--- src/rtl/spec_rob_pkg.sv ---
package spec_rob_pkg;

    typedef enum logic [1:0] {
        RES_NONE = 2'd0,
        RES_HIT  = 2'd1,
        RES_MISS = 2'd2
    } br_res_e;

    typedef struct packed {
        logic valid;
        logic done;
        logic spec;
    } slot_flags_t;

endpackage

--- src/rtl/rob_slot.sv ---
module rob_slot
    import spec_rob_pkg::*;
#(
    parameter int TAG_W  = 5,
    parameter int DATA_W = 32
) (
    input  logic              clk,
    input  logic              rst_n,
    input  logic              alloc_en,
    input  logic              alloc_spec,
    input  logic [TAG_W-1:0]  alloc_tag,
    input  logic              wb_en,
    input  logic [DATA_W-1:0] wb_data,
    input  logic              clear_spec,
    input  logic              squash,
    input  logic              retire_en,
    output slot_flags_t       flags,
    output logic [TAG_W-1:0]  tag,
    output logic [DATA_W-1:0] data
);

    typedef struct packed {
        slot_flags_t       f;
        logic [TAG_W-1:0]  tag;
        logic [DATA_W-1:0] data;
    } slot_t;

    slot_t s_d, s_q;
    logic  dropped;

    always_comb begin
        s_d     = s_q;
        dropped = squash && s_q.f.spec;
        if (retire_en) begin
            s_d.f.valid = 1'b0;
        end
        if (clear_spec) begin
            s_d.f.spec = 1'b0;
        end
        if (dropped) begin
            s_d = '0;
        end else if (wb_en && s_q.f.valid) begin
            s_d.f.done = 1'b1;
            s_d.data   = wb_data;
        end
        if (alloc_en) begin
            s_d.f.valid = 1'b1;
            s_d.f.done  = 1'b0;
            s_d.f.spec  = alloc_spec;
            s_d.tag     = alloc_tag;
            s_d.data    = '0;
        end
    end

    always_ff @(posedge clk) begin
        if (!rst_n) begin
            s_q <= '0;
        end else begin
            s_q <= s_d;
        end
    end

    assign flags = s_q.f;
    assign tag   = s_q.tag;
    assign data  = s_q.data;

    AST_SQUASH_DROPS: assert property (@(posedge clk) disable iff (!rst_n)
        (squash && s_q.f.spec && !alloc_en) |=> !s_q.f.valid);
    AST_RETIRE_READY: assert property (@(posedge clk) disable iff (!rst_n)
        retire_en |-> (s_q.f.valid && s_q.f.done && !s_q.f.spec));
    AST_ALLOC_FRESH: assert property (@(posedge clk) disable iff (!rst_n)
        alloc_en |=> (s_q.f.valid && !s_q.f.done));

endmodule

--- src/rtl/rob_ctrl.sv ---
module rob_ctrl
    import spec_rob_pkg::*;
#(
    parameter int DEPTH = 16,
    localparam int IDX_W = $clog2(DEPTH),
    localparam int CNT_W = IDX_W + 1
) (
    input  logic             clk,
    input  logic             rst_n,
    input  logic             alloc_valid,
    input  logic             alloc_is_branch,
    input  br_res_e          res,
    input  logic             head_retirable,
    output logic             alloc_ready,
    output logic             alloc_fire,
    output logic             alloc_spec,
    output logic             retire_fire,
    output logic             squash,
    output logic             clear_spec,
    output logic [IDX_W-1:0] head,
    output logic [IDX_W-1:0] tail,
    output logic [CNT_W-1:0] count,
    output logic             restore_map
);

    typedef struct packed {
        logic [IDX_W-1:0] head;
        logic [IDX_W-1:0] tail;
        logic [CNT_W-1:0] count;
        logic [CNT_W-1:0] spec_cnt;
        logic             pend;
        logic             restore;
    } ctrl_t;

    ctrl_t c_d, c_q;
    logic  hit, miss;

    always_comb begin
        hit         = (res == RES_HIT) && c_q.pend;
        miss        = (res == RES_MISS) && c_q.pend;
        alloc_ready = (c_q.count != CNT_W'(DEPTH)) && !miss
                      && !(alloc_is_branch && c_q.pend);
        alloc_fire  = alloc_valid && alloc_ready;
        alloc_spec  = c_q.pend && !hit;
        retire_fire = head_retirable;

        c_d         = c_q;
        c_d.restore = miss;
        c_d.head    = c_q.head + IDX_W'(retire_fire);
        c_d.count   = c_q.count + CNT_W'(alloc_fire) - CNT_W'(retire_fire);
        if (miss) begin
            c_d.tail     = c_q.tail - c_q.spec_cnt[IDX_W-1:0];
            c_d.count    = c_d.count - c_q.spec_cnt;
            c_d.spec_cnt = '0;
            c_d.pend     = 1'b0;
        end else begin
            c_d.tail = c_q.tail + IDX_W'(alloc_fire);
            if (hit) begin
                c_d.spec_cnt = '0;
                c_d.pend     = 1'b0;
            end else if (alloc_fire && alloc_spec) begin
                c_d.spec_cnt = c_q.spec_cnt + 1'b1;
            end
            if (alloc_fire && alloc_is_branch) begin
                c_d.pend = 1'b1;
            end
        end
    end

    always_ff @(posedge clk) begin
        if (!rst_n) begin
            c_q <= '0;
        end else begin
            c_q <= c_d;
        end
    end

    assign squash      = miss;
    assign clear_spec  = hit;
    assign head        = c_q.head;
    assign tail        = c_q.tail;
    assign count       = c_q.count;
    assign restore_map = c_q.restore;

    AST_NO_OVERFLOW: assert property (@(posedge clk) disable iff (!rst_n)
        c_q.count <= CNT_W'(DEPTH));
    AST_COUNT_STEP: assert property (@(posedge clk) disable iff (!rst_n)
        (alloc_fire && !retire_fire && !miss) |=> (c_q.count == $past(c_q.count) + 1'b1));
    AST_ONE_BRANCH: assert property (@(posedge clk) disable iff (!rst_n)
        (c_q.pend && alloc_valid && alloc_is_branch) |-> !alloc_fire);
    AST_MISS_RESTORE: assert property (@(posedge clk) disable iff (!rst_n)
        miss |=> (c_q.restore && c_q.spec_cnt == '0 && !c_q.pend));
    AST_HIT_CLEARS: assert property (@(posedge clk) disable iff (!rst_n)
        hit |=> (c_q.spec_cnt == '0 && !c_q.restore));
    AST_SPEC_BOUND: assert property (@(posedge clk) disable iff (!rst_n)
        c_q.spec_cnt <= c_q.count);
    AST_IDLE_RESOLVE: assert property (@(posedge clk) disable iff (!rst_n)
        (res != RES_NONE && !c_q.pend && !alloc_fire && !retire_fire)
        |=> ($stable(c_q.count) && $stable(c_q.tail) && !c_q.restore));

endmodule

--- src/rtl/spec_rob.sv ---
module spec_rob
    import spec_rob_pkg::*;
#(
    parameter int DEPTH  = 16,
    parameter int TAG_W  = 5,
    parameter int DATA_W = 32,
    localparam int IDX_W = $clog2(DEPTH),
    localparam int CNT_W = IDX_W + 1
) (
    input  logic              clk,
    input  logic              rst_n,
    input  logic              alloc_valid,
    input  logic              alloc_is_branch,
    input  logic [TAG_W-1:0]  alloc_tag,
    output logic              alloc_ready,
    output logic [IDX_W-1:0]  alloc_idx,
    input  logic              wb_valid,
    input  logic [IDX_W-1:0]  wb_idx,
    input  logic [DATA_W-1:0] wb_data,
    input  logic              br_resolve_valid,
    input  logic              br_mispredict,
    output logic              retire_valid,
    output logic [TAG_W-1:0]  retire_tag,
    output logic [DATA_W-1:0] retire_data,
    output logic              restore_map,
    output logic [CNT_W-1:0]  occupancy
);

    br_res_e          res;
    logic             alloc_fire, alloc_spec, retire_fire, squash, clear_spec;
    logic [IDX_W-1:0] head, tail;
    slot_flags_t      flags_arr [DEPTH];
    logic [TAG_W-1:0] tag_arr   [DEPTH];
    logic [DATA_W-1:0] data_arr [DEPTH];
    slot_flags_t      head_f;

    always_comb begin
        if (!br_resolve_valid) begin
            res = RES_NONE;
        end else if (br_mispredict) begin
            res = RES_MISS;
        end else begin
            res = RES_HIT;
        end
    end

    assign head_f = flags_arr[head];

    rob_ctrl #(.DEPTH(DEPTH)) u_ctrl (
        .clk             (clk),
        .rst_n           (rst_n),
        .alloc_valid     (alloc_valid),
        .alloc_is_branch (alloc_is_branch),
        .res             (res),
        .head_retirable  (head_f.valid && head_f.done && !head_f.spec),
        .alloc_ready     (alloc_ready),
        .alloc_fire      (alloc_fire),
        .alloc_spec      (alloc_spec),
        .retire_fire     (retire_fire),
        .squash          (squash),
        .clear_spec      (clear_spec),
        .head            (head),
        .tail            (tail),
        .count           (occupancy),
        .restore_map     (restore_map)
    );

    for (genvar i = 0; i < DEPTH; i++) begin : g_slot
        rob_slot #(.TAG_W(TAG_W), .DATA_W(DATA_W)) u_slot (
            .clk        (clk),
            .rst_n      (rst_n),
            .alloc_en   (alloc_fire && tail == IDX_W'(i)),
            .alloc_spec (alloc_spec),
            .alloc_tag  (alloc_tag),
            .wb_en      (wb_valid && wb_idx == IDX_W'(i)),
            .wb_data    (wb_data),
            .clear_spec (clear_spec),
            .squash     (squash),
            .retire_en  (retire_fire && head == IDX_W'(i)),
            .flags      (flags_arr[i]),
            .tag        (tag_arr[i]),
            .data       (data_arr[i])
        );
    end

    assign alloc_idx    = tail;
    assign retire_valid = retire_fire;
    assign retire_tag   = tag_arr[head];
    assign retire_data  = data_arr[head];

    AST_RETIRE_NONEMPTY: assert property (@(posedge clk) disable iff (!rst_n)
        retire_valid |-> (occupancy != '0));
    AST_RESTORE_PULSE: assert property (@(posedge clk) disable iff (!rst_n)
        restore_map |=> !restore_map);

endmodule

--- config.mk ---
export PLATFORM = sky130hd
export DESIGN_NAME = spec_rob
export DESIGN_NICKNAME = d
export VERILOG_FILES = /design/src/rtl/spec_rob_pkg.sv /design/src/rtl/rob_slot.sv /design/src/rtl/rob_ctrl.sv /design/src/rtl/spec_rob.sv
export SDC_FILE = /design/constraint.sdc
export NUM_CORES = 2
export LEC_CHECK = 0
export BUFFER_PORTS_ARGS = -buffer_cell sky130_fd_sc_hd__buf_2
export CAP_MARGIN = 20
export CORE_UTILIZATION = 30
export CTS_CLUSTER_DIAMETER = 50
export DETAILED_ROUTE_END_ITERATION = 10
export GPL_ROUTABILITY_DRIVEN = 0
export GPL_TIMING_DRIVEN = 0
export MAX_ROUTING_LAYER = met4
export PLACE_DENSITY_LB_ADDON = 0.15
export SETUP_SLACK_MARGIN = 0.3
export SYNTH_ARGS = -nofsm -noshare
export SYNTH_HDL_FRONTEND = slang
export SYNTH_SLANG_ARGS = --single-unit
--- constraint.sdc ---
create_clock -name clk -period 6.1 [get_ports clk]
set_clock_uncertainty 0.2 [all_clocks]
set_input_delay 0.305 -clock clk [delete_from_list [all_inputs] [get_ports clk]]
set_output_delay 0.305 -clock clk [all_outputs]
set_load 0.02 [all_outputs]
Word-level counts from Yosys, hierarchy flattened. Cells that the tools add are included. Widths: inputs -> output; s select.

Bits in registers: 660. Input port bits: 48. Output and inout bits: 49. Logic and storage cells: 452.

$add $sub $neg: 7. Order comparisons: 1. Eq/ne operators: 48. Mux-type cells: 143. Bitwise gates (word level): 2. Reduce and logical (&&, ||, !) cells: 165.

Operators by type and width (count): $mux 32 (34); $mux 40 (16); $bmux 32 s4 (1); $eq 4x4->1 const B (24); $mux 6 (16); $reduce_bool 3->1 (32); $logic_and 1x1->1 (91); $mux 1 (66); $reduce_or 3->1 (17); $eq 4x3->1 const B (12); $reduce_bool 2->1 (17); $eq 4x2->1 const B (6); $bmux 5 s4 (1); $mux 5 (3); $bmux 3 s4 (1); $eq 4x1->1 const B (3); $logic_not 4->1 (3); $add 4x1->4 (2); $mux 3 (2); $add 5x1->5 (1); $add 5x1->5 const B (1); $ge 5x5->1 const B (1); $ne 5x5->1 const B (1); $not 4->5 (1); 10 further kinds (14).

Logic depth before layout (Yosys ltp).
Depth in word-level cells: 12. Depth in mapped cells: 20. Depth with buffers taken out: 17.

Cells and area by module. From an unflattened synthesis, not the netlist that was laid out.

Cells, all modules: 3144. Area, all modules: 30453.0 µm².

Modules (own cells, without submodules): rob_slot (times used 16, cells an instance 166, area an instance 1485.2 µm², sequential area each 800.8 µm²); spec_rob (times used 1, cells an instance 332, area an instance 5285.1 µm², sequential area each 0.0 µm²); rob_ctrl (times used 1, cells an instance 156, area an instance 1405.1 µm², sequential area each 400.4 µm²).

Least setup slack after synthesis. OpenSTA, ideal clock, no wires.

Path kind: register to register. Start: reg u_ctrl.c_q, in the netlist u_ctrl.head[0]. End: reg u_ctrl.c_q, in the netlist u_ctrl.count[4]. Setup time: 0.115 ns. Arrival: 4.506 ns. Required time: 5.785 ns. Slack: 1.279 ns. Cell stages (with the launch flop): 19. Path buffers: 3. Period minus slack after synthesis: 4.821 ns. Path through: dfxtp_1 > buf_2 > buf_2 > clkbuf_1 > mux4_2 > mux2i_1 > nand3_1 > o21ai_0 > ha_1 > inv_1 > ha_1 > inv_1 > fa_1 > fa_1 > nand2b_1 > a21oi_1 > mux2i_1 > xnor2_1 > and2_1.

Longest elaborated chain between the ends: 9. Elaborated cells between the ends (all ways): 10. Classes of those cells: add/sub: 2; mux: 4; bitwise: 1; reduce/logical: 3.

Ends and longest elaborated chain: from (decl) (line rob_ctrl.sv:35) `ctrl_t c_d, c_q;`; from (signal assigned) (line rob_ctrl.sv:72) `c_q <= '0;`; from (signal assigned) (line rob_ctrl.sv:74) `c_q <= c_d;`; $not 4->5 (implied by the code) (*) (line spec_rob.sv:47) `assign head_f = flags_arr[head];`; $bmux 3 s4 (*) (line spec_rob.sv:47); $mux 3 (implied by the code) (*) (2 in a row) (line spec_rob.sv:47); $logic_and 1x1->1 / $logic_not 1->1 (equally long branches) (line spec_rob.sv:55) `.head_retirable (head_f.valid && head_f.done && !head_f.spec),`; $logic_and 1x1->1 (*) (line spec_rob.sv:55); via retire_valid (line spec_rob.sv:22) `output logic retire_valid,`; $sub 5x1->5 (*) (line rob_ctrl.sv:50) `c_d.count = c_q.count + CNT_W'(alloc_fire) - CNT_W'(retire_fire);`; $sub 5x5->5 (line rob_ctrl.sv:53) `c_d.count = c_d.count - c_q.spec_cnt;`; $mux 5 (*) (line rob_ctrl.sv:51) `if (miss) begin`.

The timed path passes the listed nets; every way through them passes the cells marked *. The select of a mux whose other input is x is not followed. A chain may end at the register's enable or synchronous reset.

Final worst setup path.
Start: reg u_ctrl.c_q, in the netlist u_ctrl.head[1]. End: reg u_ctrl.c_q, in the netlist u_ctrl.count[4].

Longest elaborated chain between the ends: 9. Elaborated cells between the ends (all ways): 10. Classes of those cells: add/sub: 2; mux: 4; bitwise: 1; reduce/logical: 3.

Ends and longest elaborated chain (line): $not 4->5 (implied by the code) (*) (spec_rob.sv:47); $bmux 3 s4 (*) (spec_rob.sv:47); $mux 3 (implied by the code) (*) (2 in a row) (spec_rob.sv:47); $logic_and 1x1->1 / $logic_not 1->1 (equally long branches) (spec_rob.sv:55); $logic_and 1x1->1 (*) (spec_rob.sv:55); $sub 5x1->5 (*) (rob_ctrl.sv:50); $sub 5x5->5 (rob_ctrl.sv:53); $mux 5 (*) (rob_ctrl.sv:51).

Every way passes the cells marked *; elsewhere a longest branch is shown, timed or not. The select of a mux whose other input is x is not followed.

==> impl_metrics.csv <==
group,metric,value,unit
sta,fin_setup_tns,0,ns
power_and_ir_drop,p_int,8.055,mW
finish,top_library_cells_by_usage_in_the_layout_fill_and_taps_aside,"1105 x sky130_fd_sc_hd__nand2_1, 660 x sky130_fd_sc_hd__dfxtp_1, 522 x sky130_fd_sc_hd__a21oi_1",
sta,fin_hold_ws,0.01688,ns
routing,num_vias,25070,
synthesis,synth-edff-count,0,
synthesis,synth.yosys.seq_area_share,46.33,%
placed_design,port_buffers,62,
critical_path,worstRegToRegCells,18,
synthesis,synth_nets,3360,
routing,final_antenna_net_count,0,
routing,drt-initial-drc-count,2363,
routing,totalWireLength,115.6,mm
sta,number_of_failing_hold_endpoints_at_the_final_stage,0,
synthesis,average_instance_area_after_synthesis,8.660,sq um
routing,firstDrtPassIters,6,
finish,layout.nets,3569,
clock_tree,clock_tree_from_tritoncts,"done",
placed_design,place_hpwl,81.97,mm
outcome,run_status,"finished clean",
grt,largest_net_degree_at_the_start_of_global_routing,14,
routing,detail_route.wl_per_cell,23.91,um
sta,timing_worst_slew_pin_value,1.233,ns
routing,remaining_drc_errors,0,
sta,rsz0062_at_grt,"no",
clock_tree,tritoncts.num_buffers,92,
synthesis,yosys_warnings,0,
grt,grt_pass1_wl,166.9,mm
critical_path,timing.critical_path.required,6.44,ns
clock_tree,cts.htree.levels,3,
grt,first_global_vias,23748,
synthesis,synthesis.instances,3293,
clock_tree,clkSlewWorstSetupHoldPaths,0.06,ns
synthesis,mappedNetlistArea,0.02852,sq mm
sta,final-setup-viol-count,0,
floorplan,die_x,310.3,um
floorplan,floorplan.initialDensity,30.42,%
critical_path,critPathArrivalTime,5.83,ns
floorplan,rows,112,
finish,share_of_cells_above_drive_strength_1,13.56,%
sta,period_share,90.02,%
power_and_ir_drop,power.clock.fraction,50.6,%
floorplan,die_height,310.3,um
min_path,hold_path_class,"in2reg",
power_and_ir_drop,power_per_cell_area,321.2,mW/mm^2
synthesis,synth-async-reset-ratio,0,%
clock_tree,cts.path.max_buffers,3,
power_and_ir_drop,share_comb_of_total_power,8.9,%
min_path,hold_depth,3,
finish,final_common_cell,"sky130_fd_sc_hd__nand2_1",
power_and_ir_drop,power.net_switching,2.922,mW
critical_path,timing_worst_setup_path_type,"reg2reg",
clock_tree,postCtsSetupBuffers,0,
sta,relSlewSlack,17.79,%
critical_path,cp-end-kind,"register",
synthesis,post_synth_num_cell_types,48,
grt,gr-usage-all-layers,24.61,%
synthesis,synth.ff_latch_count,660,
critical_path,critPathLaunchType,"register",
sta,final.min_clock_period,5.491,ns
power_and_ir_drop,sw_frac_of_total,26.62,%
finish,area_growth,19.83,%
routing,via_per_inst,5.185,
clock_tree,insertion_delay,0.66,ns
sta,timing.final.max_slew_violations,0,
floorplan,floorplan.die_area,0.09630,sq mm
synthesis,synth_ff_type,"sky130_fd_sc_hd__dfxtp_1",
clock_tree,cts_sink_count,660,
floorplan,io-pin-count,97,
power_and_ir_drop,static-leakage-power,11.05,nW
finish,fillers,9671,
clock_tree,cts-root-buf,"sky130_fd_sc_hd__clkbuf_16",
flow_run,maxCapViolations,0,
floorplan,floorplan_core_area,0.09375,sq mm
sta,maxClockFrequency,0.1821,GHz
power_and_ir_drop,seqPwrFrac,40.5,%
power_and_ir_drop,vdd.ir_drop.worst,0.2135,mV
grt,grt-ovfl-total,0,
grt,number_of_antenna_violations_at_the_first_check_in_global_routing,7,
critical_path,critPathMaxFanout,10,
## worst max-delay path: stages, from the launching register on
cell                       delay (ns)
sky130_fd_sc_hd__dfxtp_1         0.33
sky130_fd_sc_hd__buf_2           0.37
sky130_fd_sc_hd__buf_2           0.49
sky130_fd_sc_hd__buf_1           0.64
sky130_fd_sc_hd__nor3_1          0.23
sky130_fd_sc_hd__a22o_1          0.26
sky130_fd_sc_hd__o211ai_1        0.26
sky130_fd_sc_hd__o21ai_2         0.17
sky130_fd_sc_hd__ha_1            0.32
sky130_fd_sc_hd__inv_1           0.06
sky130_fd_sc_hd__ha_1            0.16
sky130_fd_sc_hd__inv_1           0.06
sky130_fd_sc_hd__fa_1            0.53
sky130_fd_sc_hd__fa_1            0.41
sky130_fd_sc_hd__nand2b_1        0.17
sky130_fd_sc_hd__a21oi_1         0.16
sky130_fd_sc_hd__mux2i_1         0.32
sky130_fd_sc_hd__xnor2_1         0.09
sky130_fd_sc_hd__and2_1          0.15
## metrics by stage
step	area (sq um)	util (%)	power (mW)	setup slack (ns)	std cells
final	34170	36.45	10.98	0.6089	4835
after global routing	34170	36.45	11.33	0.3867	4834
after CTS	34120	36.39	11.04	0.5386	4828
after detailed placement	30550	32.59	5.490	0.3147	4619
after global placement	30400	32.42	5.487	0.2598	4609
after floorplan	28520	-	5.145	1.279	3293
## timing repair
item | in CTS | in global routing
pin swaps | 0 | 0
hold endpoints to repair | 223 | 0
hold buffers | 40 | 0
resized for setup | 1 | 1
gates cloned | 0 | 0
setup endpoints to repair | 1 | 1
## state kept, by name (all words and copies together), names as in the netlist
name,flops
g_slot.u_slot.data,512
g_slot.u_slot.tag,80
g_slot.u_slot.flags,48
u_ctrl.c_q,6
u_ctrl.count,5
u_ctrl.head,4
u_ctrl.tail,4
u_ctrl.restore_map,1
## cell usage after synthesis, types with 2 or more instances
library cell               number  area, sq um
sky130_fd_sc_hd__ha_1          16        200.2
sky130_fd_sc_hd__nand2b_1      11        68.82
sky130_fd_sc_hd__o21ai_1        2        10.01
sky130_fd_sc_hd__a32o_1         8        80.08
sky130_fd_sc_hd__o22ai_1        6        37.54
sky130_fd_sc_hd__and3_1        14        87.58
sky130_fd_sc_hd__inv_1         20        75.07
sky130_fd_sc_hd__o21ai_0      102        510.5
sky130_fd_sc_hd__xnor2_1       10        87.58
sky130_fd_sc_hd__xor2_1         5        43.79
sky130_fd_sc_hd__mux2i_1       11        110.1
sky130_fd_sc_hd__and2_1        12        75.07
sky130_fd_sc_hd__clkbuf_1     226        848.3
sky130_fd_sc_hd__a21oi_1      522         2613
sky130_fd_sc_hd__nor4_1         8        50.05
sky130_fd_sc_hd__nand4_1       19        118.9
sky130_fd_sc_hd__nor3b_1        2        15.01
sky130_fd_sc_hd__nand3_1      117        585.6
sky130_fd_sc_hd__or3_1          2        12.51
sky130_fd_sc_hd__a21o_1         3        22.52
sky130_fd_sc_hd__a31oi_1        3        18.77
sky130_fd_sc_hd__buf_2         39        195.2
sky130_fd_sc_hd__a22o_1         2        17.52
sky130_fd_sc_hd__and3b_1        2        17.52
sky130_fd_sc_hd__buf_4         12        90.09
sky130_fd_sc_hd__and4_1         7        61.31
sky130_fd_sc_hd__a22oi_1        2        15.01
sky130_fd_sc_hd__nor3_1         8        40.04
sky130_fd_sc_hd__a21boi_1      16        120.1
sky130_fd_sc_hd__o211ai_1       2        15.01
sky130_fd_sc_hd__nor2b_1        7        43.79
sky130_fd_sc_hd__fa_1           3        60.06
sky130_fd_sc_hd__mux2_2         4        45.04
sky130_fd_sc_hd__nor2_1        52        195.2
sky130_fd_sc_hd__or4_1          3        22.52
sky130_fd_sc_hd__mux4_2       189         4257
sky130_fd_sc_hd__buf_1         50        187.7
sky130_fd_sc_hd__dfxtp_1      660        13210
sky130_fd_sc_hd__nand2_1     1105         4148
sky130_fd_sc_hd__a21boi_0       3        22.52
## metal layers
layer  track usage (%)  part of all wire (%)
met2             37.60                    45
met1             32.68                    44
met4             9.279                   3.6
met3             3.896                   6.6
met5                 -                     0
## power by group through the flow
stage	Clock, mW	Sequential (mW)	Combinational [mW]
floorplan	0	4.51	0.632
CTS	5.62	4.45	0.978
global route	5.81	4.45	1.06
detailed placement	0	4.54	0.951
global placement	0	4.54	0.947
finish	5.55	4.45	0.976
## area by class of cell
class	instances	area (sq um)	area share (%)
inverter	20	75.07	0.2197
clock inverter	53	629.4	1.842
multi-input combinational	2286	13910	40.71
buffer	327	1328	3.885
antenna	4	10.01	0.02929
clock buffer	116	2534	7.415
tap	1254	1569	4.592
timing repair buffer	115	902.1	2.640
sequential	660	13210	38.67
## cell families after synthesis
| group | count (synthesis) | share of synthesized area [%] |
|---|---|---|
| DFF | 660 | 46.33 |
| and+or+nand+nor | 1374 | 19.62 |
| buffers and inverters | 347 | 4.896 |
| xor gates and xnor gates | 15 | 0.4607 |
| adders and majority gates | 19 | 0.9126 |
| muxes | 204 | 15.47 |
| AOI/OAI and AO/OA | 674 | 12.31 |
## final timing paths
path / to / slack (ns) / start
setup / recovery: u_ctrl.count[4]$_SDFF_PN0_ / 0.61 / u_ctrl.head[1]$_SDFF_PN0_
hold reg to reg: g_slot[2].u_slot.data[14]$_SDFFE_PP0P_ / 0.25 / g_slot[2].u_slot.data[14]$_SDFFE_PP0P_
hold / removal: g_slot[6].u_slot.tag[0]$_SDFFE_PN0P_ / 0.02 / rst_n
setup reg to reg: u_ctrl.count[4]$_SDFF_PN0_ / 0.61 / u_ctrl.head[1]$_SDFF_PN0_
Power figures use the tool's default switching activity.
